File: config.mk
export PLATFORM = sky130hd
export DESIGN_NAME = i2c_txbuf_ctrl
export DESIGN_NICKNAME = d
export VERILOG_FILES = /design/src/rtl/i2c_txbuf_pkg.sv /design/src/rtl/txbuf_event_decode.sv /design/src/rtl/txbuf_hold_reg.sv /design/src/rtl/txbuf_flag_ctrl.sv /design/src/rtl/i2c_txbuf_ctrl.sv
export SDC_FILE = /design/constraint.sdc
export NUM_CORES = 1
export LEC_CHECK = 0
export BUFFER_PORTS_ARGS = -buffer_cell sky130_fd_sc_hd__buf_2
export CAP_MARGIN = 0
export CORE_MARGIN = 1.5
export CORE_UTILIZATION = 48
export CTS_CLUSTER_DIAMETER = 120
export DETAILED_ROUTE_END_ITERATION = 10
export PLACE_DENSITY = 0.73
export SLEW_MARGIN = 10
export SYNTH_ARGS = -nofsm -noshare
export SYNTH_HDL_FRONTEND = slang
export SYNTH_SLANG_ARGS = --single-unit
export TNS_END_PERCENT = 30
File: constraint.sdc
create_clock -name clk -period 1.7 [get_ports clk]
set_clock_uncertainty 0.1 [all_clocks]
set_input_delay 0.085 -clock clk [delete_from_list [all_inputs] [get_ports clk]]
set_output_delay 0.085 -clock clk [all_outputs]
set_load 0.05 [all_outputs]
File: src/rtl/i2c_txbuf_pkg.sv
package i2c_txbuf_pkg;

  typedef enum logic [2:0] {
    ACT_NONE,
    ACT_KILL,
    ACT_WR_XFER,
    ACT_WR_FILL,
    ACT_DONE_XFER,
    ACT_DONE_IDLE,
    ACT_START
  } txb_act_e;

  // A completed byte counts unless acknowledge checking rejects it.
  function automatic logic ack_accepts(input logic i2c_fmt,
                                       input logic chk_en,
                                       input logic ack);
    return !(i2c_fmt && chk_en && ack);
  endfunction

endpackage

File: src/rtl/txbuf_event_decode.sv
module txbuf_event_decode
  import i2c_txbuf_pkg::*;
(
  input  logic     enable,
  input  logic     tx_mode,
  input  logic     i2c_mode,
  input  logic     ack_chk_en,
  input  logic     wr_stb,
  input  logic     start_det,
  input  logic     stop_det,
  input  logic     byte_done,
  input  logic     ack_bit,
  input  logic     ready_q,
  input  logic     idle_q,
  output logic     done_ok,
  output logic     shifter_free,
  output txb_act_e act
);

  logic wr_tx;

  assign wr_tx        = wr_stb && tx_mode;
  assign done_ok      = tx_mode && byte_done && ack_accepts(i2c_mode, ack_chk_en, ack_bit);
  assign shifter_free = idle_q || done_ok || start_det;

  always_comb begin
    if (!enable || stop_det)       act = ACT_KILL;
    else if (wr_tx && shifter_free) act = ACT_WR_XFER;
    else if (wr_tx)                act = ACT_WR_FILL;
    else if (done_ok && !ready_q)  act = ACT_DONE_XFER;
    else if (done_ok)              act = ACT_DONE_IDLE;
    else if (start_det)            act = ACT_START;
    else                           act = ACT_NONE;
  end

endmodule

File: src/rtl/txbuf_hold_reg.sv
module txbuf_hold_reg #(
  parameter int unsigned DW = 8
) (
  input  logic          clk,
  input  logic          rst_n,
  input  logic          wr_en,
  input  logic [DW-1:0] wr_data,
  output logic [DW-1:0] hold_q
);

  always_ff @(posedge clk or negedge rst_n) begin
    if (!rst_n)     hold_q <= '0;
    else if (wr_en) hold_q <= wr_data;
  end

endmodule

File: src/rtl/txbuf_flag_ctrl.sv
module txbuf_flag_ctrl
  import i2c_txbuf_pkg::*;
#(
  parameter int unsigned DW = 8
) (
  input  logic          clk,
  input  logic          rst_n,
  input  txb_act_e      act,
  input  logic [DW-1:0] wr_data,
  input  logic [DW-1:0] hold_q,
  output logic          ready_q,
  output logic          idle_q,
  output logic          load_q,
  output logic [DW-1:0] data_q
);

  always_ff @(posedge clk or negedge rst_n) begin
    if (!rst_n) begin
      ready_q <= 1'b0;
      idle_q  <= 1'b0;
      load_q  <= 1'b0;
      data_q  <= '0;
    end else begin
      load_q <= 1'b0;
      unique case (act)
        ACT_KILL, ACT_WR_FILL: begin
          ready_q <= 1'b0;
          idle_q  <= 1'b0;
        end
        ACT_WR_XFER: begin
          ready_q <= 1'b1;
          idle_q  <= 1'b0;
          load_q  <= 1'b1;
          data_q  <= wr_data;
        end
        ACT_DONE_XFER: begin
          ready_q <= 1'b1;
          idle_q  <= 1'b0;
          load_q  <= 1'b1;
          data_q  <= hold_q;
        end
        ACT_DONE_IDLE, ACT_START: begin
          ready_q <= 1'b1;
          idle_q  <= 1'b1;
        end
        default: ;
      endcase
    end
  end

endmodule

File: src/rtl/i2c_txbuf_ctrl.sv
module i2c_txbuf_ctrl
  import i2c_txbuf_pkg::*;
#(
  parameter int unsigned DW = 8
) (
  input  logic          clk,
  input  logic          rst_n,
  input  logic          enable,
  input  logic          tx_mode,
  input  logic          i2c_mode,
  input  logic          ack_chk_en,
  input  logic          wr_stb,
  input  logic [DW-1:0] wr_data,
  input  logic          start_det,
  input  logic          stop_det,
  input  logic          byte_done,
  input  logic          ack_bit,
  output logic          load_pulse,
  output logic [DW-1:0] load_data,
  output logic          ready
);

  txb_act_e      act;
  logic          done_ok;
  logic          shifter_free;
  logic          idle_q;
  logic [DW-1:0] hold_q;

  txbuf_event_decode u_dec (
    .enable       (enable),
    .tx_mode      (tx_mode),
    .i2c_mode     (i2c_mode),
    .ack_chk_en   (ack_chk_en),
    .wr_stb       (wr_stb),
    .start_det    (start_det),
    .stop_det     (stop_det),
    .byte_done    (byte_done),
    .ack_bit      (ack_bit),
    .ready_q      (ready),
    .idle_q       (idle_q),
    .done_ok      (done_ok),
    .shifter_free (shifter_free),
    .act          (act)
  );

  txbuf_hold_reg #(.DW(DW)) u_hold (
    .clk     (clk),
    .rst_n   (rst_n),
    .wr_en   (enable && wr_stb),
    .wr_data (wr_data),
    .hold_q  (hold_q)
  );

  txbuf_flag_ctrl #(.DW(DW)) u_flag (
    .clk     (clk),
    .rst_n   (rst_n),
    .act     (act),
    .wr_data (wr_data),
    .hold_q  (hold_q),
    .ready_q (ready),
    .idle_q  (idle_q),
    .load_q  (load_pulse),
    .data_q  (load_data)
  );

endmodule

==> flow_metrics.tcl <==
set metrics [dict create \
    crit_path_start_kind "primary input" \
    critPathRequiredTime_ps 1820 \
    synth_seq_cells 19 \
    cts_made_buffers 3 \
    final_cells 148 \
    yosysMostFrequentCell "dfrtp_1" \
    synth_edf_count 0 \
    drc_errors 0 \
    tns_ps 0 \
    vias 777 \
    seqPwrFrac 0.467 \
    yosys.area_share.adder 0 \
    start_util 0.5159 \
    num_io_pins 29 \
    grt_pass1_wl_um 3036 \
    synth_mux_area_frac 0.1011 \
    post_synth.cell_area_avg_sq_um 10.73 \
    die_y_um 46.08 \
    ys_types 21 \
    r2r_slack_ps 330 \
    synthArstFlopShare 1.000 \
    grt_util_met1 0.2531 \
    ff2ff_path_depth 4 \
    cts_buffer_depth 2 \
    fillers 144 \
    dp_worst_setup_slack_ps 377.4 \
    stdcell_area_sq_um 1162 \
    hold_start "tx_mode" \
    crit_path_end_kind "register" \
    setup_viol 0 \
    rows 15 \
    portBuffers 28 \
    h-tree-depth 1 \
    overflow 0 \
    rr_startpoint "u_flag.idle_q$_DFFE_PN0P_" \
    cts.sink_count 19 \
    worst-path-max-fanout 9 \
    met3_usage 0.02745 \
    syn_inst 83 \
    power.switching_w 0.0004742 \
    synthTopCellsByArea "dfrtp_1 53%, mux2_2 10%, a31oi_1 5.6%" \
    final_max_slew_viol_count 0 \
    ys_dominant_reg_cell "dfrtp_1" \
    cts-root-buf "clkbuf_4" \
    sw_frac_of_total 0.3851 \
    cts_resized 0 \
    yosys-top-cells-count "19 x dfrtp_1, 11 x nor2_1, 9 x nand3_1, 9 x o21ai_0" \
    wl_per_cell_um 13.21 \
    synth_compound_area_frac 0.1615 \
    maxCapViolCount 0 \
    gp_congestion 0.7563 \
    antenna_cells 0 \
    powerDensity_nw_per_um2 1060 \
    dr.pass1.iters 4 \
    path_class "primary input to register" \
    tightestPinTransition_ps 421.6 \
    nets 143 \
    grt_pass1_vias 720 \
    min_to "u_flag.idle_q$_DFFE_PN0P_" \
    yosysTopAreaCell "dfrtp_1" \
    max_clock_freq_mhz 691.0 \
    utilization 0.6732 \
    setup_slack_ps 252.8 \
    r2r_end "u_flag.data_q[3]$_DFFE_PN0P_" \
    grt.total_usage 0.2036 \
    grt_util_met2 0.3500 \
    hp-class "primary input to register" \
    yosys.area_share.xor_xnor 0 \
    drt_wl_total_um 1955 \
    antenna_left 0 \
    fin_crit_sh 0.8513 \
    dpl_cell_area_sq_um 1036 \
    layout-drive-gt1-share 0.3496 \
    min_delay_path_depth 4 \
    cp.arrival_ps 1560 \
    synth_nets 102 \
    clkPwrFrac 0.184 \
    vias_per_cell 5.250 \
    syn_area_sq_um 890.9 \
    yosys_warnings 0 \
    dieArea_sq_um 2123 \
    antenna_found_initial 0 \
    grt_max_degree 20 \
    outcome "finished clean" \
    cell_internal_pwr_w 0.0007573 \
    cts_tree "done" \
    power_frac_comb 0.349 \
    area_growth_pct 30.48 \
    hpwlAfterDp_um 1329 \
    ys_seq_area_frac 0.5337 \
    synth_top_area_share 0.5337 \
    vdd_ir_drop_max_mv 0.6077 \
    clk_pin_slew_ps 100 \
    clk_latency_ps 290 \
    max_slew_margin 0.7189 \
    hold_viol_final 0 \
    top_usage_layer "met2" \
    rsz0062_at_grt "no" \
    drtIter0Drc 14 \
    fin_crit_ps 1447 \
    synth_top_family_by_area "simple AND/OR/NAND/NOR gates" \
    yosys.area_share.simple 0.1615 \
    coreArea_sq_um 1727 \
    total_leakage_power_nw 0.5380 \
    die_w_um 46.08 \
    dp.cells 134 \
]
kinds of logic after synthesis:
logic type / after synthesis
mux: 8
compound gates: 23
buf+inv: 4
simple gates: 29
flops: 19
per-layer routing:
layer,routed length (um),vias to the layer above,share of wire
met5,0,-,0
met4,12,0,0.0061
met3,71,2,0.036
met2,1022,24,0.52
met1,849,366,0.43
li1,-,385,-
area by class of cell:
class | count | area, sq um | share of cell area
clock buffer | 4 | 26.28 | 0.02261
tap | 25 | 31.28 | 0.02691
sequential | 19 | 475.5 | 0.4090
inverter | 1 | 3.754 | 0.003229
multi-input combinational | 60 | 377.9 | 0.3251
timing repair buffer | 39 | 247.7 | 0.2131
power by group through the flow:
stage,clock (W),combinational [W],sequential [W]
2_1_floorplan,0,0.000110,0.000769
3_3_place_gp,0,0.000407,0.000580
3_5_place_dp,0,0.000414,0.000585
4_1_cts,0.000233,0.000432,0.000575
5_1_grt,0.000241,0.000460,0.000584
6_report,0.000226,0.000430,0.000575
timing repair:
item                                    in CTS  in global routing
endpoints found under the setup margin       0                  0
endpoints found under the hold margin       36                  0
hold buffers                                10                  0
buffers inserted                             0                  0
worst max-delay path by stage:
| stage | startpoint | endpoint | slack (ps) | cells past startpoint |
|---|---|---|---|---|
| after CTS | start_det | u_flag.data_q[3]$_DFFE_PN0P_ | 290 | 6 |
| after detailed placement | u_flag.idle_q$_DFFE_PN0P_ | u_flag.data_q[3]$_DFFE_PN0P_ | 380 | 4 |
| after global routing | start_det | u_flag.data_q[3]$_DFFE_PN0P_ | 140 | 6 |
| after floorplan | u_flag.ready_q$_DFFE_PN0P_ | u_flag.data_q[6]$_DFFE_PN0P_ | 230 | 6 |
| after global placement | u_flag.idle_q$_DFFE_PN0P_ | u_flag.data_q[5]$_DFFE_PN0P_ | 440 | 4 |
| final | start_det | u_flag.data_q[3]$_DFFE_PN0P_ | 250 | 6 |
layout by cell type (no fill, tap or decap), types with 2 or more instances in the layout:
master,netlist,routed
a31oi_1,8,8
nor2_1,11,11
mux2_2,8,8
buf_2,0,28
nand2_1,4,4
dfrtp_1,19,19
dlygate4sd3_1,0,10
o21a_1,2,2
nand3_1,9,9
clkbuf_4,0,3
o21ai_0,9,9
stage by stage:
step | power [W] | hold WS, ps
3_3_place_gp | 0.0009871 | -58.53
2_1_floorplan | 0.0008790 | -310.6
4_1_cts | 0.001240 | 31.41
5_1_grt | 0.001286 | 70.94
6_report | 0.001232 | 45.88
3_5_place_dp | 0.0009985 | -54.46
worst max-delay path, stage by stage:
cell	delay (ps)
dlygate4sd3_1	550
buf_2	140
nor2_1	170
o21a_1	290
o21ai_0	150
a31oi_1	180
sequential cells by signal, indices dropped and copies added, names as in the netlist:
| name | cells |
|---|---|
| u_flag.data_q | 8 |
| u_flag.load_q | 1 |
| u_flag.idle_q | 1 |
| u_flag.ready_q | 1 |
| u_hold.hold_q | 8 |
(Power assumes the default switching activity.)
